`src/rtl/swallow_synth_pkg.sv`:
```
package swallow_synth_pkg;

    // Outcome of one reference-period comparison
    typedef enum logic [1:0] {
        VERD_NONE = 2'd0,
        VERD_HIT  = 2'd1,
        VERD_MISS = 2'd2
    } verdict_e;

    // Channel step selection for the reference divider
    typedef enum logic {
        STEP_COARSE = 1'b0,   // 5 kHz comparison rate
        STEP_FINE   = 1'b1    // 6.25 kHz comparison rate
    } step_e;

endpackage

```
`src/rtl/swallow_fb_div.sv`:
```
module swallow_fb_div #(
    parameter int A_W   = 6,
    parameter int B_W   = 12,
    parameter int DEF_A = 0,
    parameter int DEF_B = 2560
) (
    input  logic           clk,
    input  logic           rst_n,
    input  logic           tick_i,
    input  logic           load_i,
    input  logic [A_W-1:0] a_i,
    input  logic [B_W-1:0] b_i,
    output logic           mod_hi_o,
    output logic           pulse_o,
    output logic           busy_o
);

    typedef struct packed {
        logic [B_W-1:0] cnt;
        logic [A_W-1:0] a_act;
        logic [B_W-1:0] b_act;
        logic [A_W-1:0] a_pend;
        logic [B_W-1:0] b_pend;
        logic           pend;
        logic           pulse;
    } fb_st_t;

    fb_st_t st_d, st_q;
    logic   last_tick;

    always_comb begin
        st_d       = st_q;
        st_d.pulse = 1'b0;
        last_tick  = (st_q.cnt == st_q.b_act - B_W'(1));

        if (tick_i) begin
            if (last_tick) begin
                // period boundary: restart and swap in staged settings
                st_d.cnt   = '0;
                st_d.pulse = 1'b1;
                if (st_q.pend) begin
                    st_d.a_act = st_q.a_pend;
                    st_d.b_act = st_q.b_pend;
                    st_d.pend  = 1'b0;
                end
            end else begin
                st_d.cnt = st_q.cnt + B_W'(1);
            end
        end

        // a load in the boundary cycle stays staged for the next boundary
        if (load_i) begin
            st_d.a_pend = a_i;
            st_d.b_pend = b_i;
            st_d.pend   = 1'b1;
        end
    end

    always_ff @(posedge clk) begin
        if (!rst_n) begin
            st_q <= '{cnt:    '0,
                      a_act:  A_W'(DEF_A),
                      b_act:  B_W'(DEF_B),
                      a_pend: A_W'(DEF_A),
                      b_pend: B_W'(DEF_B),
                      pend:   1'b0,
                      pulse:  1'b0};
        end else begin
            st_q <= st_d;
        end
    end

    assign mod_hi_o = (st_q.cnt < B_W'(st_q.a_act));
    assign pulse_o  = st_q.pulse;
    assign busy_o   = st_q.pend;

endmodule

```
`src/rtl/xtal_ref_div.sv`:
```
module xtal_ref_div
    import swallow_synth_pkg::*;
#(
    parameter int R_SLOW = 2560,
    parameter int R_FAST = 2048
) (
    input  logic clk,
    input  logic rst_n,
    input  logic tick_i,
    input  logic load_i,
    input  logic step_i,
    output logic pulse_o,
    output logic busy_o
);

    localparam int R_MAX = (R_SLOW > R_FAST) ? R_SLOW : R_FAST;
    localparam int R_W   = $clog2(R_MAX + 1);

    typedef struct packed {
        logic [R_W-1:0] cnt;
        step_e          step_act;
        step_e          step_pend;
        logic           pend;
        logic           pulse;
    } ref_st_t;

    ref_st_t        st_d, st_q;
    logic [R_W-1:0] limit;

    always_comb begin
        st_d       = st_q;
        st_d.pulse = 1'b0;
        limit      = (st_q.step_act == STEP_FINE) ? R_W'(R_FAST - 1) : R_W'(R_SLOW - 1);

        if (tick_i) begin
            if (st_q.cnt == limit) begin
                st_d.cnt   = '0;
                st_d.pulse = 1'b1;
                if (st_q.pend) begin
                    st_d.step_act = st_q.step_pend;
                    st_d.pend     = 1'b0;
                end
            end else begin
                st_d.cnt = st_q.cnt + R_W'(1);
            end
        end

        if (load_i) begin
            st_d.step_pend = step_e'(step_i);
            st_d.pend      = 1'b1;
        end
    end

    always_ff @(posedge clk) begin
        if (!rst_n) begin
            st_q <= '{cnt:       '0,
                      step_act:  STEP_COARSE,
                      step_pend: STEP_COARSE,
                      pend:      1'b0,
                      pulse:     1'b0};
        end else begin
            st_q <= st_d;
        end
    end

    assign pulse_o = st_q.pulse;
    assign busy_o  = st_q.pend;

endmodule

```
`src/rtl/phase_lock_qual.sv`:
```
module phase_lock_qual
    import swallow_synth_pkg::*;
#(
    parameter int WIN_W = 8,
    parameter int RUNS  = 16
) (
    input  logic             clk,
    input  logic             rst_n,
    input  logic             ref_pulse_i,
    input  logic             fb_pulse_i,
    input  logic [WIN_W-1:0] win_i,
    input  logic             clear_i,
    output logic             locked_o
);

    localparam int AGE_W = WIN_W + 1;
    localparam int H_W   = $clog2(RUNS + 1);

    typedef struct packed {
        logic [AGE_W-1:0] ref_age;   // cycles since the last reference pulse
        logic [AGE_W-1:0] fb_age;    // cycles since the last feedback pulse
        logic             waiting;   // reference seen, feedback still due
        logic [H_W-1:0]   hits;
        logic             locked;
    } lq_st_t;

    lq_st_t           st_d, st_q;
    verdict_e         verdict;
    logic [AGE_W-1:0] win_x;
    logic [AGE_W-1:0] fb_dist;

    always_comb begin
        st_d    = st_q;
        verdict = VERD_NONE;
        win_x   = {1'b0, win_i};
        fb_dist = fb_pulse_i ? '0 : st_q.fb_age;

        // saturating age trackers
        st_d.fb_age  = fb_pulse_i  ? AGE_W'(1) :
                       (&st_q.fb_age)  ? st_q.fb_age  : st_q.fb_age  + AGE_W'(1);
        st_d.ref_age = ref_pulse_i ? AGE_W'(1) :
                       (&st_q.ref_age) ? st_q.ref_age : st_q.ref_age + AGE_W'(1);

        if (ref_pulse_i) begin
            // feedback already arrived (or arrives now) close enough
            if (fb_dist <= win_x) begin
                verdict = VERD_HIT;
            end
            st_d.waiting = (fb_dist > win_x);
        end else if (st_q.waiting) begin
            if (fb_pulse_i && (st_q.ref_age <= win_x)) begin
                verdict      = VERD_HIT;
                st_d.waiting = 1'b0;
            end else if (st_q.ref_age > win_x) begin
                verdict      = VERD_MISS;
                st_d.waiting = 1'b0;
            end
        end

        case (verdict)
            VERD_HIT: begin
                if (st_q.hits != H_W'(RUNS)) begin
                    st_d.hits = st_q.hits + H_W'(1);
                end
                if (st_q.hits >= H_W'(RUNS - 1)) begin
                    st_d.locked = 1'b1;
                end
            end
            VERD_MISS: begin
                st_d.hits   = '0;
                st_d.locked = 1'b0;
            end
            default: ;
        endcase

        if (clear_i) begin
            st_d.hits    = '0;
            st_d.locked  = 1'b0;
            st_d.waiting = 1'b0;
        end
    end

    always_ff @(posedge clk) begin
        if (!rst_n) begin
            st_q <= '{ref_age: '1,
                      fb_age:  '1,
                      waiting: 1'b0,
                      hits:    '0,
                      locked:  1'b0};
        end else begin
            st_q <= st_d;
        end
    end

    assign locked_o = st_q.locked;

endmodule

```
`src/rtl/swallow_synth_ctl.sv`:
```
module swallow_synth_ctl #(
    parameter int A_W       = 6,
    parameter int B_W       = 12,
    parameter int DEF_A     = 0,
    parameter int DEF_B     = 2560,
    parameter int REF_SLOW  = 2560,
    parameter int REF_FAST  = 2048,
    parameter int WIN_W     = 8,
    parameter int LOCK_RUNS = 16
) (
    input  logic             clk,
    input  logic             rst_n,
    input  logic             pre_tick_i,
    input  logic             xtal_tick_i,
    input  logic             cfg_load_i,
    input  logic [A_W-1:0]   cfg_a_i,
    input  logic [B_W-1:0]   cfg_b_i,
    input  logic             cfg_step_i,
    input  logic [WIN_W-1:0] lock_win_i,
    input  logic             tx_req_i,
    output logic             mod_ctrl_o,
    output logic             fb_pulse_o,
    output logic             ref_pulse_o,
    output logic             locked_o,
    output logic             tx_en_o
);

    logic accept;
    logic fb_busy;
    logic ref_busy;
    logic qual_clear;

    // a setting is usable only when the main count covers the swallow count
    assign accept     = cfg_load_i && (cfg_b_i != '0) && (cfg_b_i >= B_W'(cfg_a_i));
    assign qual_clear = accept || fb_busy || ref_busy;

    swallow_fb_div #(
        .A_W   (A_W),
        .B_W   (B_W),
        .DEF_A (DEF_A),
        .DEF_B (DEF_B)
    ) u_fb (
        .clk      (clk),
        .rst_n    (rst_n),
        .tick_i   (pre_tick_i),
        .load_i   (accept),
        .a_i      (cfg_a_i),
        .b_i      (cfg_b_i),
        .mod_hi_o (mod_ctrl_o),
        .pulse_o  (fb_pulse_o),
        .busy_o   (fb_busy)
    );

    xtal_ref_div #(
        .R_SLOW (REF_SLOW),
        .R_FAST (REF_FAST)
    ) u_ref (
        .clk     (clk),
        .rst_n   (rst_n),
        .tick_i  (xtal_tick_i),
        .load_i  (accept),
        .step_i  (cfg_step_i),
        .pulse_o (ref_pulse_o),
        .busy_o  (ref_busy)
    );

    phase_lock_qual #(
        .WIN_W (WIN_W),
        .RUNS  (LOCK_RUNS)
    ) u_lock (
        .clk         (clk),
        .rst_n       (rst_n),
        .ref_pulse_i (ref_pulse_o),
        .fb_pulse_i  (fb_pulse_o),
        .win_i       (lock_win_i),
        .clear_i     (qual_clear),
        .locked_o    (locked_o)
    );

    assign tx_en_o = tx_req_i && locked_o;

endmodule

```
`config.mk`:
```
export PLATFORM = sky130hd
export DESIGN_NAME = swallow_synth_ctl
export DESIGN_NICKNAME = d
export VERILOG_FILES = /design/src/rtl/swallow_synth_pkg.sv /design/src/rtl/swallow_fb_div.sv /design/src/rtl/xtal_ref_div.sv /design/src/rtl/phase_lock_qual.sv /design/src/rtl/swallow_synth_ctl.sv
export SDC_FILE = /design/constraint.sdc
export NUM_CORES = 1
export LEC_CHECK = 0
export BUFFER_PORTS_ARGS = -buffer_cell sky130_fd_sc_hd__buf_2
export CAP_MARGIN = 15
export CORE_MARGIN = 2
export CORE_UTILIZATION = 47
export DETAILED_ROUTE_END_ITERATION = 12
export GPL_ROUTABILITY_DRIVEN = 0
export PLACE_DENSITY_LB_ADDON = 0.2
export REMOVE_ABC_BUFFERS = 1
export SLEW_MARGIN = 20
export SYNTH_ARGS = -nofsm -noshare
export SYNTH_HDL_FRONTEND = slang
export SYNTH_SLANG_ARGS = --single-unit
```
`constraint.sdc`:
```
create_clock -name clk -period 4.35 [get_ports clk]
set_input_delay 0.6525 -clock clk [delete_from_list [all_inputs] [get_ports clk]]
set_output_delay 0.6525 -clock clk [all_outputs]
set_load 0.02 [all_outputs]
```
== Yosys cells after proc, flatten, opt, wreduce, memory -nomap -nowiden ==
Cells that the tools add are included.

* Register bits: 91
* Output and inout port bits: 5
* Logic and storage cells: 93

* Add/subtract/negate cells: 6
* Magnitude comparators: 7
* Equality and inequality tests: 9
* Muxes and demuxes: 26
* Bitwise operators: 1
* Reductions and logical operators: 25

{| class="wikitable"
|+ Operators by type and width
! kind !! count
|-
| two-way mux 9 bit || 5
|-
| two-way mux 12 bit || 3
|-
| adder 12 x 1 -> 12 bit (second input constant) || 2
|-
| == test 12 bit || 2
|-
| adder 9 x 1 -> 9 bit (second input constant) || 2
|-
| greater-than comparator 9 x 8 -> 1 bit || 2
|-
| <= comparator 9 x 8 -> 1 bit || 2
|-
| AND reduction 9 bit || 2
|-
| two-way mux 2 bit || 8
|-
| greater-or-equal comparator 12 x 6 -> 1 bit || 1
|-
| < comparator 12 x 6 -> 1 bit || 1
|-
| one-hot mux 6 bit (2 select lines) || 1
|-
| AND reduction 2 bit || 6
|-
| nonzero test 12 bit || 1
|-
| subtractor 12 x 1 -> 12 bit (second input constant) || 1
|-
| nonzero test 2 bit || 5
|-
| two-way mux 1 bit || 8
|-
| AND reduction 3 bit || 2
|-
| OR reduction 2 bit || 3
|-
| adder 5 x 1 -> 5 bit (second input constant) || 1
|-
| greater-or-equal comparator 5 x 4 -> 1 bit (second input constant) || 1
|-
| two-way mux 5 bit || 1
|-
| inequality test 5 bit (second input constant) || 1
|-
| logical AND 1 bit || 4
|-
| other kinds (6) || 9
|}

== Longest topological paths before layout ==
Gate-level depths: netlist (run 1).

* Word-level depth: 8
* Gate-level depth with buffers: 12

== Modules after synthesis ==
A second synthesis (run 1) with hierarchy kept.

* Cells, all modules: 600
* Area total of the unflattened synthesis: 5343.9 µm²

{| class="wikitable"
|+ Modules (own cells, without submodules)
! module !! times used !! cells each !! area an instance (µm²)
|-
| swallow_fb_div || 1 || 291 || 2628.8
|-
| phase_lock_qual || 1 || 203 || 1755.4
|-
| xtal_ref_div || 1 || 79 || 753.2
|-
| swallow_synth_ctl || 1 || 27 || 206.4
|}

== Worst setup path after synthesis (run 1) ==
Ideal clock, no wire load.

* Kind: reg2reg
* From: reg u_fb.st_q[20] in the netlist's numbering
* To: reg u_fb.st_q[29] in the netlist's numbering
* Setup time: 126 ps
* Arrival time: 2679 ps
* Required time: 4224 ps
* Path slack: 1545 ps
* Cell stages (with the launch flop): 13
* Path buffers: 3
* Clock period less this slack: 2805 ps
* Cells stage by stage: dfxtp_1 -> buf_6 -> inv_1 -> ha_1 -> nor3b_1 -> nand2_1 -> o311ai_0 -> o211ai_2 -> nor4b_2 -> buf_6 -> buf_12 -> mux2i_1 -> nand2_1

* Cells in the longest elaborated chain, start to end: 3

{| class="wikitable"
|+ RTL lines
! item !! RTL line !! text
|-
| from (decl) || swallow_fb_div.sv:28 || <nowiki>fb_st_t st_d, st_q;</nowiki>
|-
| from (signal assigned) || swallow_fb_div.sv:61 || <nowiki>st_q <= '{cnt: '0,</nowiki>
|-
| from (signal assigned) || swallow_fb_div.sv:69 || <nowiki>st_q <= st_d;</nowiki>
|-
| subtractor 12 x 1 -> 12 bit || swallow_fb_div.sv:34 || <nowiki>last_tick = (st_q.cnt == st_q.b_act - B_W'(1));</nowiki>
|-
| == test 12 bit || swallow_fb_div.sv:34 ||
|-
| AND reduction 3 bit (no source line) || n/a ||
|}

Every way passes these cells.
A chain may end at the register's enable or synchronous reset.

== Worst setup path after layout (run 1) ==
* From: reg u_fb.st_q[20] in the netlist's numbering
* To: reg u_fb.st_q[36] in the netlist's numbering

The elaborated chain is that of the path after synthesis.

==> metrics.md, run 1 <==
| Metric | Value |
|---|---|
| Status | `completed` |
| Hold_ws | `464 ps` |
| First-pass GRT wire length | `17.5 mm` |
| Primary FF master, synth | `dfxtp_1` |
| Hold endpoint | `u_fb.st_q[8]$_SDFFE_PN0P_` |
| Number of synthesized flops with an enable pin | `0` |
| Max Cap Violations | `0` |
| Seq pwr share | `45.2%` |
| Psw | `0.687 mW` |
| Seq/Total Area, Yosys | `36.0%` |
| Final hold viol count | `0` |
| IO buf count | `37` |
| Post-CTS Setup Bufs | `0` |
| Synth cell types | `64` |
| Syn Std Cell Area | `0.00505 mm2` |
| Setup CP Type | `flip-flop to flip-flop` |
| Max Fclk | `317 MHz` |
| R2R depth | `10` |
| Antenna viol nets, final | `0` |
| Core area | `0.0104 mm2` |
| Vias in the first global route | `3,859` |
| Fillcell total | `1,002` |
| Post-CTS Resized | `0` |
| GR Util met3 | `3.33%` |
| Antenna violations before repair | `0` |
| Syn. warnings | `0` |
| Die area | `0.0116 mm2` |
| Maximum VDD drop | `0.000197 V` |
| Worst Path Required | `4580 ps` |
| Worst EP arrival | `3390 ps` |
| Synth-to-layout area growth | `9.61%` |
| Final setup vio count | `0` |
| FF+latch count, synth | `91` |
| Tmin final | `3150 ps` |
| Post-DP HPWL | `7.31 mm` |
| Worst slew pin tran | `736 ps` |
| Most frequent cells in the layout | `dfxtp_1 (91), nor2_1 (72), nand2_1 (42)` |
| Overall via count from detail_route | `4,037` |
| Final period util | `72.5%` |
| Synthesized area per cell | `8.70 um2` |
| Cts hold-fix bufs | `0` |
| Critical path endpoint category | `flip-flop` |
| RSZ-0062 raised after global routing | `false` |
| Final core occ | `53.4%` |
| Sink Count | `91` |
| Fin. max-slew vios | `0` |
| Met2 Use GR | `30.1%` |
| Met1 GRT Util | `24.7%` |
| Share of layout cells above drive strength 1 | `11.6%` |
| Synth Instances | `581` |
| P_int | `1.58 mW` |
| Die Height | `108 um` |
| Asr flop ratio synth | `0%` |
| Switching share of power | `30.3%` |
| Layout Nets | `677` |
| GRT busiest layer | `met2` |
| Largest net degree at the start of global routing | `53` |
| TritonCTS clock tree | `done` |
| Max Root-Sink Buffers | `2` |
| Commonest non-fill, non-tap cell in the layout | `dfxtp_1` |
| TNS Setup | `0 ps` |
| Initial Utilization | `48.7%` |
| Comb power frac | `27.0%` |
| DIE WIDTH | `108 um` |
| H-tree Lvls | `3` |
| Hold WC Path Type | `flip-flop to flip-flop` |
| # diodes | `0` |
| Clock slew at reported path FFs | `90 ps` |
| Relative slew slack | `50.5%` |
| DR pass1 iterations | `5` |
| Reg2reg end | `u_fb.st_q[36]$_SDFFE_PN0P_` |
| Cell count of the worst hold path | `2` |
| Global Route Usage Sum | `18.7%` |
| Vias/cell | `5.40` |
| I/O pins | `38` |
| # DRC | `0` |
| Startpoint Class | `flip-flop` |
| Fin Clk Skew | `9.16 ps` |
| Clock buffer count from CTS | `9` |
| Final Power | `2.27 mW` |
| Worst R2R Start | `u_fb.st_q[20]$_SDFFE_PN0P_` |
| Root buf cell | `clkbuf_8` |
| Register-to-register setup slack | `1200 ps` |
| Static leakage | `2.22 nW` |
| Worst skew pair latency | `350 ps` |
| Total gr overflow | `0` |
| Average wire per standard cell | `13.4 um` |
| Clk pwr share | `27.9%` |
| Rows | `37` |
| Hold path start | `u_fb.st_q[8]$_SDFFE_PN0P_` |
| Pwr Density | `409 mW/mm2` |
| Total wire length | `10.0 mm` |
| CP max FO | `18` |
| DR iter-0 viols | `153` |
==> through the flow <==
stage | instance area, um2 | instances | setup slack, ps
2_1_floorplan | 4930 | 556 | 515
3_3_place_gp | 5320 | 732 | 1270
5_1_grt | 5540 | 748 | 924
6_report | 5540 | 748 | 1200
4_1_cts | 5540 | 748 | 1190
3_5_place_dp | 5320 | 732 | 1220
==> cells in the mapped netlist, types with 7 or more instances <==
| cell | number | share of area (%) |
|---|---|---|
| nor2b_1 | 16 | 2.0 |
| o21ai_0 | 29 | 2.9 |
| a21o_1 | 7 | 1.0 |
| and3_1 | 9 | 1.1 |
| nand4_1 | 15 | 1.9 |
| nand2_1 | 42 | 3.1 |
| ha_1 | 37 | 9.2 |
| xnor2_1 | 19 | 3.3 |
| a21oi_1 | 20 | 2.0 |
| nor3_1 | 14 | 1.4 |
| nand3_1 | 16 | 1.6 |
| clkbuf_1 | 19 | 1.4 |
| dfxtp_1 | 91 | 36 |
| nor2_1 | 72 | 5.3 |
| inv_1 | 29 | 2.2 |
| mux2i_1 | 37 | 7.3 |
| xor2_1 | 23 | 4.0 |
==> routing by layer <==
layer / vias to the layer above / share of wire, %
met5: - / 0
met4: 0 / 1.7
met3: 13 / 3.3
met2: 66 / 45
met1: 1867 / 50
li1: 2091 / -
==> worst max-delay path, stage by stage (launching register included) <==
cell,delay [ps]
dfxtp_1,380
inv_1,80
ha_1,220
nor3b_1,570
nand2_1,150
o311ai_0,530
o211ai_2,200
nor4b_4,270
buf_4,340
mux2i_1,240
nor2_1,50
==> registers in the layout, indices dropped and copies added, names as in the netlist <==
signal and flops:
u_fb.busy_o 1, u_fb.pulse_o 1, u_fb.st_q 48, u_lock.locked_o 1, u_lock.st_q 24, u_ref.busy_o 1
u_ref.pulse_o 1, u_ref.st_q 14
==> how the worst max path moves through the flow <==
stage | from | end | cells after the start
2_1_floorplan | u_fb.st_q[20]$_SDFFE_PN0P_ | u_fb.st_q[20]$_SDFFE_PN0P_ | 9
3_3_place_gp | u_fb.st_q[20]$_SDFFE_PN0P_ | u_fb.st_q[29]$_SDFFE_PN1P_ | 10
4_1_cts | u_fb.st_q[20]$_SDFFE_PN0P_ | u_fb.st_q[36]$_SDFFE_PN0P_ | 10
5_1_grt | u_fb.st_q[20]$_SDFFE_PN0P_ | u_fb.st_q[31]$_SDFFE_PN1P_ | 10
3_5_place_dp | u_fb.st_q[20]$_SDFFE_PN0P_ | u_fb.st_q[36]$_SDFFE_PN0P_ | 10
6_report | u_fb.st_q[20]$_SDFFE_PN0P_ | u_fb.st_q[36]$_SDFFE_PN0P_ | 10
==> power by group through the flow <==
stage	clock network, mW	registers, mW	logic [mW]
floorplan	0	1.01	0.504
global placement	0	1.04	0.593
detailed placement	0	1.04	0.614
CTS	0.648	1.02	0.618
global route	0.683	1.04	0.714
finish	0.631	1.02	0.611
==> final cells by class <==
class / instances / area (um2) / share of cell area [%]
clock buffer: 12 / 145 / 2.62
clock inverter: 4 / 73.8 / 1.33
inverter: 30 / 113 / 2.03
multi-input combinational: 435 / 3010 / 54.3
sequential: 91 / 1820 / 32.9
tap: 136 / 170 / 3.07
timing repair buffer: 40 / 208 / 3.75
==> cell families (layout without fill, tap and decap cells) <==
family	Yosys count	after routing	synth area share (%)
AOI/OAI and AO/OA	91	91	12.1
xor gates and xnor gates	42	42	7.28
adders and majority gates	37	37	9.16
buffers and inverters	55	86	4.73
DFF	91	91	36.0
muxes	38	38	7.55
and+or+nand+nor	227	227	23.1
Power figures use the tool's default switching activity.
==> run 2: changes to the inputs <==
==> constraint.sdc (replaced) <==
create_clock -name clk -period 3.2 [get_ports clk]
set_input_delay 0.48 -clock clk [delete_from_list [all_inputs] [get_ports clk]]
set_output_delay 0.48 -clock clk [all_outputs]
set_load 0.02 [all_outputs]
==> metrics.md, run 2 (synthesis results as in run 1) <==
| Metric | Value |
|---|---|
| Status | `completed` |
| # DRC | `0` |
| Max Root-Sink Buffers | `2` |
| First-pass GRT wire length | `17.4 mm` |
| Worst skew pair latency | `370 ps` |
| Commonest non-fill, non-tap cell in the layout | `dfxtp_1` |
| Worst R2R Start | `u_fb.st_q[20]$_SDFFE_PN0P_` |
| Synth-to-layout area growth | `10.2%` |
| Setup CP Type | `flip-flop to flip-flop` |
| Post-CTS Setup Bufs | `0` |
| Post-CTS Resized | `0` |
| Relative slew slack | `60.6%` |
| DR iter-0 viols | `158` |
| Cells after DPL | `737` |
| Tmin final | `2850 ps` |
| Average wire per standard cell | `13.5 um` |
| Pwr Density | `535 mW/mm2` |
| Fin Clk Skew | `10.7 ps` |
| Max Cap Violations | `0` |
| Final core occ | `53.7%` |
| # diodes | `0` |
| IO buf count | `37` |
| Clock buffer count from CTS | `9` |
| Most frequent cells in the layout | `dfxtp_1 (91), nor2_1 (72), nand2_1 (42)` |
| Top Registers | `u_fb.st_q: 48 flops, u_lock.st_q: 24 flops, u_ref.st_q: 14 flops` |
| Cts hold-fix bufs | `0` |
| Reg2reg end | `u_fb.st_q[31]$_SDFFE_PN1P_` |
| Cell count of the worst hold path | `2` |
| Rows | `37` |
| Post-DP HPWL | `7.46 mm` |
| Total wire length | `10.2 mm` |
| Final setup vio count | `0` |
| Worst EP arrival | `3090 ps` |
| Initial Utilization | `48.7%` |
| Global Route Usage Sum | `18.8%` |
| Overall via count from detail_route | `4,070` |
| Sink Count | `91` |
| Finished Layout Cells | `753` |
| Layout Nets | `682` |
| I/O pins | `38` |
| Antenna viol nets, final | `0` |
| Root buf cell | `clkbuf_8` |
| Clock slew at reported path FFs | `90 ps` |
| R2R depth | `8` |
| Final hold viol count | `0` |
| Hold WC Path Type | `input pin to flip-flop` |
| Core area | `0.0104 mm2` |
| TritonCTS clock tree | `done` |
| Static leakage | `2.23 nW` |
| Total gr overflow | `0` |
| Worst Path Required | `3440 ps` |
| Largest net degree at the start of global routing | `53` |
| Register-to-register setup slack | `350 ps` |
| Share of layout cells above drive strength 1 | `12.6%` |
| Vias in the first global route | `3,786` |
| Die Height | `108 um` |
| Max Fclk | `351 MHz` |
| DR pass1 iterations | `4` |
| Antenna violations before repair | `0` |
| Vias/cell | `5.41` |
| H-tree Lvls | `3` |
| Die area | `0.0116 mm2` |
| Startpoint Class | `flip-flop` |
| CP max FO | `18` |
| Maximum VDD drop | `0.000281 V` |
| Worst setup endpoint | `u_fb.st_q[31]$_SDFFE_PN1P_` |
| Final period util | `89.1%` |
| RSZ-0062 raised after global routing | `false` |
| Worst slew pin tran | `585 ps` |
| Critical path endpoint category | `flip-flop` |
| Fin. max-slew vios | `0` |
| Largest Register | `u_fb.st_q` |
| Max FFs per register | `48` |
| Crit path launch | `u_fb.st_q[20]$_SDFFE_PN0P_` |
| Hold path start | `cfg_b_i[11]` |
| DIE WIDTH | `108 um` |
## run 2: cell types whose count changed in the layout (fill, tap and decap cells not counted)
cell        change
buf_4           +3
clkinvlp_4      +3
clkbuf_8        +1
buf_12          +2
inv_6           +1
bufinv_16       -2
clkinv_4        -1
clkbuf_1        -2
## run 2: report_power, final
group,internal [mW],switching (mW),total [mW]
combinational,0.429,0.416,0.845
sequential,1.26,0.135,1.39
clock,0.326,0.418,0.744
total,2.01,0.970,2.98
## run 2: final cells by class
class	count	area (um2)
multi-input combinational	435	3010
clock inverter	5	36.3
tap	136	170
timing repair buffer	45	270
sequential	91	1820
clock buffer	11	151
inverter	30	113
fill	962	4800
## run 2: metrics by stage
stage               cell area, um2  setup WS, ps  TNS [ps]  total power [mW]  hold slack, ps
floorplan                     4930          -635    -13370              2.06             436
global placement              5380           408         0              2.22             450
detailed placement            5380           323         0              2.26             462
CTS                           5570           331         0              3.02             320
global route                  5570          66.2         0              3.22             336
finish                        5570           348         0              2.98             343
## run 2: how the worst min path moves through the flow
stage                                            end  slack (ps)
after CTS                 u_fb.st_q[13]$_SDFFE_PN1P_         320
after global placement     u_fb.st_q[8]$_SDFFE_PN0P_         450
after global routing      u_ref.st_q[2]$_SDFFE_PN0P_         340
final                     u_fb.st_q[13]$_SDFFE_PN1P_         340
after floorplan           u_fb.st_q[10]$_SDFFE_PN0P_         440
after detailed placement  u_fb.st_q[11]$_SDFFE_PN1P_         460
## run 2: metal layers
| metal | track usage [%] | routed length, um | vias to the layer above |
|---|---|---|---|
| li1 | - | - | 2101 |
| met3 | 3.39 | 321 | 16 |
| met1 | 25.0 | 5110 | 1894 |
| met2 | 29.8 | 4540 | 59 |
| met4 | 8.42 | 210 | 0 |
| met5 | 0 | 0 | - |
## run 2: worst max-delay path, cell delays in order (launching register included)
cell,delay (ps)
dfxtp_1,380
or4_4,570
or3_4,390
a2111oi_4,380
o211ai_2,170
nor4b_4,330
buf_12,220
mux2i_1,210
nand2_1,70
